==> src/rtl/cfg_seq_pkg.sv <==
package cfg_seq_pkg;

    typedef enum logic [2:0] {
        ST_RESET,
        ST_WAIT_INIT,
        ST_SAMPLE_MODE,
        ST_LOAD,
        ST_CRC_FAIL,
        ST_DONE
    } cfg_state_e;

    typedef struct packed {
        logic master;
        logic parallel;
        logic wide;
    } cfg_mode_t;

    // Lookup of one mode code into its selections; unlisted codes give slave serial.
    function automatic cfg_mode_t mode_lookup(
        input logic [2:0] code,
        input logic [7:0] valid_map,
        input logic [7:0] master_map,
        input logic [7:0] par_map,
        input logic [7:0] wide_map
    );
        cfg_mode_t m;
        if (valid_map[code]) begin
            m.master   = master_map[code];
            m.parallel = par_map[code];
            m.wide     = wide_map[code];
        end else begin
            m = '{master: 1'b0, parallel: 1'b0, wide: 1'b0};
        end
        return m;
    endfunction

endpackage

==> src/rtl/cfg_pad_sync.sv <==
module cfg_pad_sync #(
    parameter int STAGES = 2
) (
    input  logic clk,
    input  logic rst_n,
    input  logic pad_i,
    output logic level_o,
    output logic rise_o
);
    logic [STAGES-1:0] chain_q;
    logic              prev_q;

    always_ff @(posedge clk or negedge rst_n) begin
        if (!rst_n) begin
            chain_q <= '0;
            prev_q  <= 1'b0;
        end else begin
            chain_q <= {chain_q[STAGES-2:0], pad_i};
            prev_q  <= chain_q[STAGES-1];
        end
    end

    assign level_o = chain_q[STAGES-1];
    assign rise_o  = chain_q[STAGES-1] & ~prev_q;
endmodule

==> src/rtl/cfg_mode_decode.sv <==
module cfg_mode_decode
    import cfg_seq_pkg::*;
#(
    parameter int         MODE_W     = 3,
    parameter logic [7:0] VALID_MAP  = 8'b1110_0111,
    parameter logic [7:0] MASTER_MAP = 8'b0000_0111,
    parameter logic [7:0] PAR_MAP    = 8'b0110_0110,
    parameter logic [7:0] WIDE_MAP   = 8'b0010_0010
) (
    input  logic              clk,
    input  logic              rst_n,
    input  logic              capture_i,
    input  logic [MODE_W-1:0] mode_pins_i,
    output logic [MODE_W-1:0] code_o,
    output cfg_mode_t         mode_o
);
    logic [MODE_W-1:0] code_q;

    always_ff @(posedge clk or negedge rst_n) begin
        if (!rst_n)         code_q <= '0;
        else if (capture_i) code_q <= mode_pins_i;
    end

    assign code_o = code_q;
    assign mode_o = mode_lookup(code_q, VALID_MAP, MASTER_MAP, PAR_MAP, WIDE_MAP);
endmodule

==> src/rtl/cfg_data_route.sv <==
module cfg_data_route
    import cfg_seq_pkg::*;
#(
    parameter int DATA_W = 32,
    parameter int BYTE_W = 8
) (
    input  logic              clk,
    input  logic              rst_n,
    input  logic              route_en_i,
    input  logic              scan_active_i,
    input  cfg_mode_t         mode_i,
    input  logic              serial_din_i,
    input  logic              ser_dout_i,
    input  logic              busy_i,
    input  logic [DATA_W-1:0] data_i,
    output logic              cclk_oe_o,
    output logic              cclk_o,
    output logic              dout_busy_o,
    output logic [DATA_W-1:0] word_o
);
    localparam int PAD_W = DATA_W - BYTE_W;

    logic              osc_q;
    logic [BYTE_W-1:0] byte_rev;
    logic              live;

    always_ff @(posedge clk or negedge rst_n) begin
        if (!rst_n) osc_q <= 1'b0;
        else        osc_q <= ~osc_q;
    end

    // Narrow mode numbers pin 0 as the top bit; flip it into the wide order.
    for (genvar i = 0; i < BYTE_W; i++) begin : g_byte_rev
        assign byte_rev[i] = data_i[BYTE_W-1-i];
    end

    assign live = route_en_i & ~scan_active_i;

    always_comb begin
        cclk_oe_o   = live & mode_i.master;
        cclk_o      = osc_q;
        dout_busy_o = 1'b0;
        word_o      = '0;
        if (live) begin
            dout_busy_o = mode_i.parallel ? busy_i : ser_dout_i;
            if (!mode_i.parallel)  word_o = {{(DATA_W-1){1'b0}}, serial_din_i};
            else if (mode_i.wide)  word_o = data_i;
            else                   word_o = {{PAD_W{1'b0}}, byte_rev};
        end
    end
endmodule

==> src/rtl/cfg_port_seq.sv <==
module cfg_port_seq
    import cfg_seq_pkg::*;
#(
    parameter int         DATA_W      = 32,
    parameter int         BYTE_W      = 8,
    parameter int         MODE_W      = 3,
    parameter int         SYNC_STAGES = 2,
    parameter bit         DONE_PULLUP = 1'b1,
    parameter logic [7:0] VALID_MAP   = 8'b1110_0111,
    parameter logic [7:0] MASTER_MAP  = 8'b0000_0111,
    parameter logic [7:0] PAR_MAP     = 8'b0110_0110,
    parameter logic [7:0] WIDE_MAP    = 8'b0010_0010
) (
    input  logic              clk,
    input  logic              prog_n,
    input  logic [MODE_W-1:0] mode_pins,
    input  logic              init_pad_i,
    output logic              init_oe,
    output logic              init_o,
    output logic              cclk_oe,
    output logic              cclk_o,
    input  logic              serial_din,
    input  logic              ser_dout_i,
    input  logic              busy_i,
    output logic              dout_busy_o,
    input  logic [DATA_W-1:0] data_pins,
    output logic [DATA_W-1:0] cfg_word,
    input  logic              jtag_req,
    output logic              jtag_en,
    input  logic              crc_fail_stb,
    input  logic              load_done_stb,
    output logic              done_oe,
    output logic              done_o,
    output logic              done_pu
);
    cfg_state_e        state_q, state_d;
    logic              init_level, init_rise;
    logic              capture;
    logic              route_en;
    logic              scan_active;
    logic [MODE_W-1:0] mode_code;
    cfg_mode_t         mode;

    cfg_pad_sync #(.STAGES(SYNC_STAGES)) u_init_sync (
        .clk     (clk),
        .rst_n   (prog_n),
        .pad_i   (init_pad_i),
        .level_o (init_level),
        .rise_o  (init_rise)
    );

    cfg_mode_decode #(
        .MODE_W     (MODE_W),
        .VALID_MAP  (VALID_MAP),
        .MASTER_MAP (MASTER_MAP),
        .PAR_MAP    (PAR_MAP),
        .WIDE_MAP   (WIDE_MAP)
    ) u_mode (
        .clk         (clk),
        .rst_n       (prog_n),
        .capture_i   (capture),
        .mode_pins_i (mode_pins),
        .code_o      (mode_code),
        .mode_o      (mode)
    );

    cfg_data_route #(.DATA_W(DATA_W), .BYTE_W(BYTE_W)) u_route (
        .clk           (clk),
        .rst_n         (prog_n),
        .route_en_i    (route_en),
        .scan_active_i (scan_active),
        .mode_i        (mode),
        .serial_din_i  (serial_din),
        .ser_dout_i    (ser_dout_i),
        .busy_i        (busy_i),
        .data_i        (data_pins),
        .cclk_oe_o     (cclk_oe),
        .cclk_o        (cclk_o),
        .dout_busy_o   (dout_busy_o),
        .word_o        (cfg_word)
    );

    // State register
    always_ff @(posedge clk or negedge prog_n) begin
        if (!prog_n) state_q <= ST_RESET;
        else         state_q <= state_d;
    end

    // Next-state logic
    always_comb begin
        state_d = state_q;
        unique case (state_q)
            ST_RESET:       state_d = ST_WAIT_INIT;
            ST_WAIT_INIT:   if (init_rise) state_d = ST_SAMPLE_MODE;
            ST_SAMPLE_MODE: state_d = ST_LOAD;
            ST_LOAD: begin
                if (crc_fail_stb)       state_d = ST_CRC_FAIL;
                else if (load_done_stb) state_d = ST_DONE;
            end
            ST_CRC_FAIL:    state_d = ST_CRC_FAIL;
            ST_DONE:        state_d = ST_DONE;
            default:        state_d = ST_RESET;
        endcase
    end

    assign capture = (state_q == ST_WAIT_INIT) && init_rise;

    // Output logic
    always_comb begin
        init_oe  = 1'b0;
        done_oe  = 1'b1;
        done_pu  = 1'b0;
        jtag_en  = 1'b0;
        route_en = 1'b0;
        unique case (state_q)
            ST_RESET:       init_oe = 1'b1;
            ST_WAIT_INIT:   ;
            ST_SAMPLE_MODE: jtag_en = 1'b1;
            ST_LOAD: begin
                jtag_en  = 1'b1;
                route_en = 1'b1;
            end
            ST_CRC_FAIL: begin
                jtag_en = 1'b1;
                init_oe = 1'b1;
            end
            ST_DONE: begin
                jtag_en = 1'b1;
                done_oe = 1'b0;
                done_pu = DONE_PULLUP;
            end
            default:        init_oe = 1'b1;
        endcase
    end

    assign scan_active = jtag_en & jtag_req;
    assign init_o      = 1'b0;
    assign done_o      = 1'b0;

    // Assertions
    assert_scan_after_rise_R2: assert property (@(posedge clk) disable iff (!prog_n)
        $rose(jtag_en) |-> $past(init_rise) && init_level);

    assert_mode_held_R3: assert property (@(posedge clk) disable iff (!prog_n)
        (jtag_en && $past(jtag_en)) |-> $stable(mode_code));

    assert_scan_excl_R8: assert property (@(posedge clk) disable iff (!prog_n)
        scan_active |-> (!cclk_oe && !dout_busy_o && cfg_word == '0));

    assert_crc_hold_R9: assert property (@(posedge clk) disable iff (!prog_n)
        (state_q == ST_LOAD && crc_fail_stb) |=> (init_oe && done_oe));

    assert_done_clean_R10: assert property (@(posedge clk) disable iff (!prog_n)
        !done_oe |-> !init_oe);

    assert_no_cclk_idle_R5: assert property (@(posedge clk) disable iff (!prog_n)
        (state_q != ST_LOAD) |-> !cclk_oe);
endmodule

==> config.mk <==
export PLATFORM = sky130hd
export DESIGN_NAME = cfg_port_seq
export DESIGN_NICKNAME = d
export VERILOG_FILES = /design/src/rtl/cfg_seq_pkg.sv /design/src/rtl/cfg_pad_sync.sv /design/src/rtl/cfg_mode_decode.sv /design/src/rtl/cfg_data_route.sv /design/src/rtl/cfg_port_seq.sv
export SDC_FILE = /design/constraint.sdc
export NUM_CORES = 1
export LEC_CHECK = 0
export BUFFER_PORTS_ARGS = -buffer_cell sky130_fd_sc_hd__buf_2
export CAP_MARGIN = 25
export CORE_MARGIN = 4
export CORE_UTILIZATION = 40
export CTS_BUF_LIST = sky130_fd_sc_hd__clkbuf_8
export DETAILED_ROUTE_END_ITERATION = 8
export PLACE_DENSITY = 0.91
export SLEW_MARGIN = 20
export SYNTH_ARGS = -nofsm -noshare
export SYNTH_HDL_FRONTEND = slang
export SYNTH_SLANG_ARGS = --single-unit
export TNS_END_PERCENT = 10
==> constraint.sdc <==
create_clock -name clk -period 2.8 [get_ports clk]
set_input_delay 0.28 -clock clk [delete_from_list [all_inputs] [get_ports clk]]
set_output_delay 0.28 -clock clk [all_outputs]
set_load 0.01 [all_outputs]
# After elaboration in Yosys (flattened, before gate mapping)
# Memory sizes are Yosys's and may differ from the RTL's.
# Cells that the tools add are included.
word_totals:
  input_bits: 44
  memories: 4
  out_inout_bits: 41
  elab_cells: 48
  reg_bits: 10
  rom_bits: 32
memory_table:
  columns: ["name", "words", "word_bits", "rd", "rd_ports_with_merged_regs", "wr", "line", "source"]
  rows:
  - ["(no name shown)", 8, 1, 1, 0, 0, "cfg_seq_pkg.sv:30", "m.wide = wide_map[code];"]
  - ["(no name shown)", 8, 1, 1, 0, 0, "cfg_seq_pkg.sv:28", "m.master = master_map[code];"]
  - ["(no name shown)", 8, 1, 1, 0, 0, "cfg_seq_pkg.sv:29", "m.parallel = par_map[code];"]
  - ["(no name shown)", 8, 1, 1, 0, 0, "cfg_seq_pkg.sv:27", "if (valid_map[code]) begin"]
op_classes:
  reduce_logical: 5
  n_mux: 19
  n_eq_ne: 7
  n_bitwise: 7
  magnitude_cmp: 1
ops:
  columns: ["op", "count"]
  rows:
  - ["$mux W32", 3]
  - ["$pmux W3 S6", 1]
  - ["$mux W3", 4]
  - ["$mux W1", 11]
  - ["$reduce_or A4 Y1", 2]
  - ["$eq A3 B2 Y1 const B", 2]
  - ["$eq A3 B3 Y1 const B", 2]
  - ["$and A1 B1 Y1", 4]
  - ["$lt A3 B4 Y1 const B", 1]
  - ["$eq A3 B1 Y1 const B", 1]
  - ["$logic_not A3 Y1", 1]
  - ["$ne A3 B3 Y1 const B", 1]
  - ["$not A1 Y1", 3]
  - ["$ne A2 B2 Y1 const B", 1]
  - ["$reduce_and A2 Y1", 1]
  - ["$logic_and A1 B1 Y1", 1]

# Longest topological paths before layout
# Gate-level depths: netlist of run 1.
logic_depth:
  ltp_word: 7
  ltp_mapped: 6
  mapped_depth_nobuf: 5

# Cells and area by module
# Synthesis of run 1 repeated with hierarchy kept, for this count alone.
unflattened:
  hier_cells: 92
  area_unflattened_um2: 850.8
by_module_without_submodules:
  columns: ["module", "seq_area_each_um2", "cells_per_inst", "n_inst", "area_per_inst_um2"]
  rows:
  - ["cfg_data_route", 25.0, 53, 1, 392.9]
  - ["cfg_port_seq", 75.1, 24, 1, 224.0]
  - ["cfg_mode_decode", 75.1, 11, 1, 145.1]
  - ["cfg_pad_sync", 75.1, 4, 1, 88.8]

# Worst setup path before layout of run 1
# OpenSTA, ideal clock, no wires.
synth_path:
  path_type: "register to output"
  start: "reg state_q[1]"
  end: "out cfg_word[10]"
  slack_ps: 927
  required_ps: 2520
  path_buffers: 1
  arrival_ps: 1593
  path_stages_with_launch: 7
  path_cell_list: "dfrtp_1 -> inv_1 -> ha_1 -> inv_1 -> a211oi_2 -> buf_2 -> and3_1"
synth_via:
  elab_chain_cells: 7
  word_cells_on_any_way: 11
  cone_classes: "eq/ne: 4; mux: 3; bitwise: 3; reduce/logical: 1"
synth_rtl:
  columns: ["element", "line", "source"]
  rows:
  - ["from (decl)", "cfg_port_seq.sv:36", "cfg_state_e state_q, state_d;"]
  - ["from (signal assigned)", "cfg_port_seq.sv:86", "else state_q <= state_d;"]
  - ["$eq A3 B2 Y1 / $eq A3 B3 Y1 (equally long branches)", "cfg_port_seq.sv:115", "unique case (state_q)"]
  - ["$reduce_or A4 Y1 (no source line) (*)", null, null]
  - ["$mux W1 (*)", "cfg_port_seq.sv:115", null]
  - ["named net jtag_en", "cfg_port_seq.sv:29", "output logic jtag_en,"]
  - ["$and A1 B1 Y1 (*)", "cfg_port_seq.sv:136", "assign scan_active = jtag_en & jtag_req;"]
  - ["$not A1 Y1 (*)", "cfg_data_route.sv:37", "assign live = route_en_i & ~scan_active_i;"]
  - ["$and A1 B1 Y1 (*)", "cfg_data_route.sv:37", null]
  - ["$mux W32 (*)", "cfg_data_route.sv:44", "if (live) begin"]
  - ["to (decl)", "cfg_port_seq.sv:27", "output logic [DATA_W-1:0] cfg_word,"]
# Mark *: on every way through the listed nets, which the timed path passes. The rest lies on a longest branch.

# Final worst setup path of run 1
layout_path:
  start: "reg state_q[1]"
  end: "out cfg_word[29]"
layout_via:
  elab_chain_cells: 7
  word_cells_on_any_way: 11
  cone_classes: "eq/ne: 4; mux: 3; bitwise: 3; reduce/logical: 1"
layout_rtl:
  columns: ["element", "line"]
  rows:
  - ["$eq A3 B2 Y1 / $eq A3 B3 Y1 (equally long branches)", "cfg_port_seq.sv:115"]
  - ["$reduce_or A4 Y1 (no source line)", null]
  - ["$mux W1", "cfg_port_seq.sv:115"]
  - ["$and A1 B1 Y1", "cfg_port_seq.sv:136"]
  - ["$not A1 Y1", "cfg_data_route.sv:37"]
  - ["$and A1 B1 Y1 (*)", "cfg_data_route.sv:37"]
  - ["$mux W32 (*)", "cfg_data_route.sv:44"]
# Every way passes the cells marked *; elsewhere a longest branch is shown, timed or not.

==> run metrics, run 1 <==
critical path launch point=state_q[1]; Die X=roughly 54 um; Final Net Count=approximately 230; highest clock rate=around 0.45 GHz; vias=between 900 and 1,000; RePlAce Congestion=about 0.77; Post-synth EDFFs=0; count of cell types in the netlist=29; final hold violations=0; top_reg_cell synth=dfrtp_1; Worst setup SP type=flop; die footprint=roughly 2900 um^2; global-route met2 utilization=0.361; worst reg2reg path startpoint=state_q[1]; clock root cell=clkbuf_8; nature of the critical path endpoint=output port; GR peak layer=met2; crit share post-route=0.798; Wirelength per Cell=between 10 and 15 um; Clock Latency Late Sink=0.24 ns; hold wc startpoint=init_pad_i; Initial DRT Pass Iterations=4; Setup TNS Final=0 ns; Post-CTS Resized=0; post-DP HPWL=between 2000 and 2500 um; H-Tree Level Count=1; CTS tree=yes; most common cell in the synthesized netlist=and3_1; # DRC=0; Seq cells post-synth=10; top cells by area, synth=dfrtp_1, and3_1, mux2i_1; die height=about 54 um; Pwr Density=782 nW/um^2; Max clock buf depth=2; status=completed; Ant. Diodes=0; first-pass GRT wire length=roughly 3700 um; Antenna Nets Post-Route=0; mean post-synth cell area=between 9 and 10 um^2; Num CTS Buffers=3; pin count of the biggest net entering global routing=32; share of layout cells above drive strength 1=0.542; Synth area leader=dfrtp_1; Setup CP Type=reg -> out; Critical Path RT=~2.5 ns; Post-synth ARST share=1.00; Tmin final=between 2 and 2.5 ns; vias in the first global route=880; clk sinks=10; Post-Synthesis Cells=94; Max VDD drop=between 0.0006 and 0.0007 V; max-cap violations=0; M1 GR Usage=0.165; Total Routing Usage GR=0.174; total grt overflow=0; post-DR vias/cell=between 4 and 5; row cnt=16; sequential share of the synthesized area=0.292; commonest cells in the netlist=and3_1, dfrtp_1, mux2i_1, nor2_1, inv_1; Setup Viol. Count Final=0; RSZ-0062 raised after global routing=false; post-synth top area share=0.292; Reg clk slew, reported paths=around 0.05 ns; Post-Syn Area=856 um^2; CP Max Fanout=24; Max Clock Skew=between 0.005 and 0.006 ns; DRT iter0 DRCs=7; post-route non-filler standard cell count=a little over 200; Hold Path Class=in -> reg; core footprint=around 2000 um^2; Initial Util=0.428; Critical Path AT=around 2.0 ns; GRT met3 Usage=0.0300; Leak=between 0.8 and 0.9 nW; I/O pin count=85; max-slew violations=0; dpl cells=a little under 200; detailed-route wire length=between 2000 and 3000 um; synth warn=0; Syn-to-layout area delta=57.5%; I/O Buffers=82; initial antenna violation count=0
## state kept, by name, summed over array words and instances, names as in the netlist
signal / flops
u_mode.code_o: 3
state_q: 3
u_route.cclk_o: 1
u_init_sync.prev_q: 1
u_init_sync.chain_q: 2
## per-stage QoR
step | worst slack [ns] | total power, mW | instance area, um^2 | hold slack [ns] | util
2_1_floorplan | 0.927 | 0.692 | 860 | -0.0156 | -
3_3_place_gp | 0.900 | 0.850 | 1280 | 0.142 | 0.641
3_5_place_dp | 0.840 | 0.875 | 1280 | 0.151 | 0.641
4_1_cts | 0.568 | 1.07 | 1350 | 0.152 | 0.673
5_1_grt | 0.434 | 1.14 | 1350 | 0.151 | 0.673
6_report | 0.566 | 1.05 | 1350 | 0.160 | 0.673
## logic make-up after synthesis
logic type	synth area share
multiplexers	0.171
AND/OR/NAND/NOR	0.323
flip-flops	0.292
other	0.00438
adder cells (fa/ha/maj)	0.0585
buffers and inverters	0.0687
XOR/XNOR	0.0102
AO/OA/AOI/OAI	0.0717
## worst paths after layout
path                       cells after the start  slack, ns                      to
max                                            7       0.57            cfg_word[29]
max in group asynchronous                      2       2.18        u_mode.code_o[0]
min                                            1       0.16  u_init_sync.chain_q[0]
min reg2reg                                    0       0.35  u_init_sync.chain_q[1]
max reg2reg                                    3       1.23        u_mode.code_o[0]
min in group asynchronous                      2       0.42      u_init_sync.prev_q
## repair_timing
action / CTS / global route
hold buffers: 1 / 0
endpoints found under the hold margin: 10 / 0
setup buffers: 0 / 0
## worst max-delay path: stages (launching register included)
cell	delay [ns]
dfrtp_1	0.48
inv_1	0.12
ha_1	0.29
inv_1	0.07
a211oi_2	0.21
buf_4	0.23
and3_1	0.18
buf_2	0.13
## area by class of cell
type / instances / area, um^2
clock buffers: 4 / 55.1
fillers: 179 / 654
inverters: 6 / 22.5
multi-input cells: 72 / 551
flip-flops and latches: 10 / 250
well taps: 27 / 33.8
repair buffers: 85 / 435
## metal layers
| layer | vias up | part of all wire | wire, um |
|---|---|---|---|
| li1 | 495 | - | - |
| met3 | 3 | 0.11 | 299 |
| met2 | 50 | 0.53 | 1460 |
| met1 | 437 | 0.35 | 952 |
| met5 | - | 0 | 0 |
| met4 | 0 | 0.011 | 29 |
## report_power, final
group          internal [mW]  switching, mW
Combinational          0.303          0.323
Clock                  0.123         0.0552
Sequential             0.189         0.0597
## cells in the final DEF, fill, tap and decap left out, drive strengths merged
master       Yosys  routed
a211o            1       1
nand3            1       1
nor3             3       3
or3b             1       1
or3              2       2
mux2i            9       9
nor2b            2       2
nor2             9       9
a211oi           1       1
a221oi           1       1
ha               4       4
and3            24      24
xnor2            1       1
o21bai           1       1
nand3b           1       1
mux2             4       4
conb             1       2
a21o             1       1
buf              5      84
clkbuf           2       4
nand2b           1       1
dlygate4sd3      0       1
inv              6       6
o21a             1       1
a2111oi          1       1
or2b             1       1
dfrtp           10      10
(Power assumes the default switching activity.)
==> run 2, diff against run 1 <==
CORE_ASPECT_RATIO = 0.6   (was unset)
CORE_UTILIZATION = 37   (was 40)
PLACE_DENSITY = 0.86   (was 0.91)
clock period = 2.15 ns   (was 2.8 ns; I/O delays follow)
==> run 2 against run 1 <==
Net effect: die area increased by 7.8%; non-clock buffer count increased by 3; register-to-register slack worse by 0.72 ns; total power up 39%; combinational power grew 45%; sequential power up 30%; routed wire length up 6.5%; clock skew down 0.00078 ns; setup slack lost 0.51 ns; utilization shrank 3.6 points; critical endpoint is now cfg_word[8]; highest routed layer unchanged.
==> run metrics, run 2 (same netlist as run 1, synthesis figures left out) <==
status=completed; Final Core Density=0.637 (-0.0365); post-DP HPWL=2360 um (-0.13%); I/O pin count=85 (unchanged); total power=1.46 mW (+39%); RePlAce Congestion=0.751 (-2.9%); Max Clock Skew=0.00426 ns (-0.000779 ns); max-slew violations=0 (unchanged); post-route non-filler standard cell count=210 (+2.9%); Hold Path Class=in -> reg; CP cell instances=inv_1 -> ha_1 -> inv_1 -> a211oi_4 -> buf_6 -> and3_1 -> buf_2; Setup WS post-layout=0.0569 ns (-0.509 ns); Leak=0.909 nW (+1.6%); Reg clk slew, reported paths=0.05 ns (about the same); Pwr Density=1050 nW/um^2 (+35%); dpl cells=202 (+1.5%); Largest delay share family, worst path=buffers and inverters; slowest stage delay, CP=0.40 ns (-0.08 ns); Die X=70.1 um (+29%); total grt overflow=0 (unchanged); row cnt=13 (-3); pre-CTS WS=0.240 ns (-0.600 ns); final hold violations=0 (unchanged); worst reg2reg path startpoint=state_q[1]; CTS tree=yes; reg2reg path depth=4 (+1); nature of the critical path endpoint=output port; critical path launch point=state_q[1]; Max clock buf depth=2 (unchanged); Initial Util=0.393 (-0.0348); Syn-to-layout area delta=62.1%; clk sinks=10 (unchanged); CP bufs+invs=4 (unchanged); Internal Power=845 uW (+37%); initial antenna violation count=0 (unchanged); cell mode on critical path=inv_1; Initial DRT Pass Iterations=4 (unchanged); Critical Path AT=1.88 ns (-0.07 ns); Clock Latency Late Sink=0.23 ns (about the same); most common cell after layout, fill and taps aside=buf_2; vias in the first global route=815 (-7.4%); Setup CP Type=reg -> out; Crit path depth=7 (unchanged); R2R setup slack=0.51 ns (-0.72 ns); Psw=615 uW (+40%); die height=45.3 um (-17%); vias=971 (-1.4%); Multi-input gate area=558 um^2 (+1.4%); highest clock rate=around 0.48 GHz; Final Net Count=229 (+1.3%); Total Routing Usage GR=0.152 (-0.0225); clock root cell=clkbuf_8; Setup TNS Final=0 ns (unchanged); Antenna Nets Post-Route=0 (unchanged); Comb pwr share=0.621 (+0.027); crit share post-route=0.974; power share of the clock group=0.158 (-0.012); FF+latch area=253 um^2 (+1.0%); Filler cells=198 (+11%); Ant. Diodes=0 (unchanged); Tmin final=2.09 ns; CP Max Fanout=12 (-50%); share of layout cells above drive strength 1=0.561 (+0.0187); worst reg2reg endpoint=u_mode.code_o[0]; I/O Buffers=82 (unchanged); die footprint=3170 um^2 (+7.8%); CP endpoint=cfg_word[8]; DRT iter0 DRCs=66 (+59); core footprint=2180 um^2 (+8.9%); max-cap violations=0 (unchanged); detailed-route wire length=2920 um (+6.5%); Critical Path RT=1.93 ns (-0.59 ns); Wirelength per Cell=13.9 um (+3.5%); Sw Share=0.421 (+0.00520); post-DR vias/cell=4.62 (-4.2%); Num CTS Buffers=3 (unchanged); Max VDD drop=0.000767 V (+25%); CP max-delay cell=dfrtp_2; most frequent cells in the layout=buf_2, and3_1, mux2i_1, nor2_1, dfrtp_1; power share of the sequential group=0.221 (-0.015); first-pass GRT wire length=3800 um (+1.5%); # DRC=0 (unchanged); Setup Viol. Count Final=0 (unchanged); H-Tree Level Count=1 (unchanged); Worst setup SP type=flop; pin count of the biggest net entering global routing=32 (unchanged)
-- run 2: what timing repair did --
action,in CTS,in global routing
pin swaps,0,1
hold buffers,1,0
setup endpoints to repair,4,21
setup buffers,0,1
endpoints found under the hold margin,10,0
gates resized for setup,1,7
cloned,0,2
-- run 2: power by group through the flow --
stage                     Combinational [mW]  Clock [mW]  Sequential [mW]
after floorplan                        0.593           0            0.308
after global placement                 0.790           0            0.321
after detailed placement               0.822           0            0.324
after CTS                              0.824       0.239            0.326
after global routing                   0.986       0.248            0.332
final                                  0.906       0.231            0.323
-- run 2: routing by layer --
| layer | up-vias | track usage | part of all wire | wire length (um) |
|---|---|---|---|---|
| met5 | - | 0 | 0 | 0 |
| met4 | 0 | 0.0611 | 0.0048 | 14 |
| met3 | 2 | 0.0356 | 0.065 | 189 |
| met2 | 35 | 0.259 | 0.52 | 1520 |
| met1 | 434 | 0.190 | 0.41 | 1200 |
| li1 | 500 | - | - | - |
-- run 2: worst min-delay path by stage --
stage	from	endpoint	slack, ns	cells past startpoint
2_1_floorplan	prog_n	state_q[0]	-0.08	0
3_3_place_gp	prog_n	u_route.cclk_o	0.07	1
3_5_place_dp	prog_n	u_route.cclk_o	0.08	1
4_1_cts	init_pad_i	u_init_sync.chain_q[0]	0.08	1
5_1_grt	init_pad_i	u_init_sync.chain_q[0]	0.08	1
6_report	init_pad_i	u_init_sync.chain_q[0]	0.09	1
-- run 2: through the flow --
step                      hold slack (ns)  instance area (um^2)
after floorplan                   -0.0806                   860
after global placement             0.0742                  1290
after detailed placement           0.0812                  1290
after CTS                          0.0827                  1350
after global routing               0.0819                  1390
final                              0.0898                  1390
-- run 2: final cells by class --
class / instances / share of cell area
multi-input cells: 72 / 0.402
repair buffers: 88 / 0.333
flip-flops and latches: 10 / 0.182
clock buffers: 4 / 0.0397
well taps: 30 / 0.0271
inverters: 6 / 0.0162
-- run 2: worst reg2reg max path, stage by stage, from the launching register on --
cell	delay (ns)
dfrtp_2	0.43
buf_4	0.15
nand2b_2	0.20
or3b_4	0.42
mux2_4	0.31
==> run 3, diff against run 2 <==
SYNTH_HIERARCHICAL = 1   (was unset)
==> run 3 against run 2 <==
Net effect: clock power barely moved; synthesized cell count fell by 2.1%; critical path depth shrank 2; sequential cell count stayed put; largest power group unchanged.
==> run metrics, run 3 <==
status=completed; share of layout cells above drive strength 1=0.608 (+0.0468); commonest cells in the netlist=and2_1, nor2_1, and2_2, dfrtp_1, mux2i_1; I/O Buffers=82 (unchanged); Setup CP Type=reg -> out; clk sinks=10 (unchanged); Hold Path Class=in -> reg; most frequent cells in the layout=buf_2, and2_1, nor2_1; Final Net Count=223 (-2.6%); max-slew violations=0 (unchanged); # DRC=0 (unchanged); vias=929 (-4.3%); most common cell in the synthesized netlist=and2_1; initial antenna violation count=0 (unchanged); Max clock buf depth=2 (unchanged); Total Routing Usage GR=0.160 (+0.00862); post-DP HPWL=2280 um (-3.5%); critical path launch point=state_q[2]; Pwr Density=913 nW/um^2 (-13%); DRT iter0 DRCs=19 (-71%); Synth area leader=dfrtp_1; synth warn=6 (+6); clock root cell=clkbuf_8; core footprint=2180 um^2 (unchanged); post-DR vias/cell=4.51 (-2.5%); crit share post-route=0.957 (-0.0167); Leak=0.811 nW (-11%); sequential share of the synthesized area=0.294 (+0.00172); first-pass GRT wire length=3960 um (+4.3%); Filler cells=196 (-1.0%); CP max-delay cell=dfrtp_1; Worst Hold End=u_init_sync/chain_q[0]; pin count of the biggest net entering global routing=25 (-22%); row cnt=13 (unchanged); RSZ-0062 raised after global routing=false; hold wc startpoint=init_pad_i; die height=45.1 um (-0.24%); design area=1330 um^2 (-3.9%); R2R setup slack=0.75 ns (+0.24 ns); worst reg2reg path startpoint=state_q[2]; CP Max Fanout=12 (unchanged); I/O pin count=85 (unchanged); Max Clock Skew=0.00340 ns (-0.000859 ns); max-cap violations=0 (unchanged); Reg clk slew, reported paths=0.05 ns (about the same); Post-synth ARST share=1.00 (unchanged); detailed-route wire length=2710 um (-7.1%); post-synth top area share=0.294 (+0.00172); slowest stage delay, CP=0.47 ns (+0.07 ns); top_reg_cell synth=dfrtp_1; Ant. Diodes=0 (unchanged); Initial Util=0.390 (-0.00230); Seq cells post-synth=10 (unchanged); nature of the critical path endpoint=output port; highest clock rate=0.486 GHz (+1.7%); vias in the first global route=918 (+13%); reg2reg path depth=2 (-2); Antenna Nets Post-Route=0 (unchanged); Largest delay share family, worst path=simple AND/OR/NAND/NOR gates; Critical Path RT=1.93 ns (about the same); Post-Syn Area=851 um^2 (-0.58%); Post-synth EDFFs=0 (unchanged); RePlAce Congestion=0.677 (-9.8%); Initial DRT Pass Iterations=2 (-2); most common cell after layout, fill and taps aside=buf_2; Tmin final=2.06 ns (-0.0358 ns); Num CTS Buffers=3 (unchanged); Max VDD drop=0.000463 V (-40%); Wirelength per Cell=13.2 um (-5.3%); worst reg2reg endpoint=u_mode/code_o[2]; Clock Latency Late Sink=0.24 ns (about the same); die footprint=3160 um^2 (-0.51%); H-Tree Level Count=1 (unchanged); Post-Synthesis Cells=92 (-2.1%); WHS Path Cells=1 (unchanged); total grt overflow=0 (unchanged); Setup TNS Final=0 ns (unchanged); CTS tree=yes; CP cell instances=xor2_1 -> and2_1 -> and4b_4 -> and2_2 -> buf_2; Syn-to-layout area delta=56.8%; Setup Viol. Count Final=0 (unchanged); mean post-synth cell area=9.25 um^2 (+1.6%); Crit path depth=5 (-2); placed cell area=1250 um^2 (-2.5%); Worst setup SP type=flop; Die X=69.9 um (-0.26%); count of cell types in the netlist=25 (-14%); top cells by area, synth=dfrtp_1, and2_1, mux2i_1; Critical Path AT=1.84 ns (-0.04 ns); CP bufs+invs=1 (-3); final hold violations=0 (unchanged)
run 3: cell types whose count changed in the layout (fill, tap and decap cells not counted), moves of 3 or more:
cell	change
and3_1	-24
and2_1	+16
and2_2	+11
buf_4	-3
mux2_4	-3
nor2_1	+3
nor3_1	-3
run 3: area by class of cell:
type | count | area, um^2 | share of cell area
clock buffer | 4 | 55.1 | 0.0413
tap | 30 | 37.5 | 0.0281
inverter | 5 | 18.8 | 0.0141
multi-input combinational | 73 | 543 | 0.407
sequential | 10 | 251 | 0.189
timing repair buffer | 84 | 428 | 0.321
run 3: where the power goes:
group	total [mW]	internal (mW)	leakage (nW)	switching, mW
clock	0.231	0.161	0.0288	0.0705
combinational	0.665	0.329	0.668	0.336
sequential	0.321	0.248	0.115	0.0734
total	1.22	0.737	0.811	0.480
run 3: logic make-up (layout without fill, tap and decap cells):
logic type / count (synthesis) / in the layout / share of synthesized area
buffers and inverters: 11 / 93 / 0.0882
and+or+nand+nor: 48 / 49 / 0.360
xor gates and xnor gates: 1 / 1 / 0.0103
muxes: 12 / 12 / 0.146
AOI/OAI and AO/OA: 7 / 7 / 0.0676
DFF: 10 / 10 / 0.294
other: 1 / 2 / 0.00441
adders and majority gates: 2 / 2 / 0.0294
run 3: routing by layer:
layer	GRT usage	up-vias	wire length [um]
li1	-	463	-
met1	0.174	425	1030
met2	0.278	31	1430
met3	0.0600	10	163
met4	0.0916	0	91
met5	0	-	0
run 3: worst max-delay path by stage:
stage | to
global route | cfg_word[31]
finish | cfg_word[31]
global placement | cfg_word[10]
floorplan | cfg_word[11]
CTS | cfg_word[31]
detailed placement | cfg_word[31]
run 3: what timing repair did:
action                     4_1_cts  5_1_grt
setup endpoints to repair        0       24
hold endpoints to repair        10        0
resized for setup                0        2
hold buffers                     1        0
buffers inserted                 0        0
run 3: per-stage QoR:
stage               setup slack (ns)  hold WS, ns  utilization  instances  power [mW]
global route                 0.00253       0.0833        0.612        206        1.32
CTS                           0.0168       0.0810        0.605        205        1.21
global placement               0.431       0.0752        0.575        200       0.934
finish                        0.0927       0.0849        0.612        206        1.22
detailed placement             0.271       0.0770        0.575        200       0.970
floorplan                      0.464      -0.0806            -         93       0.776
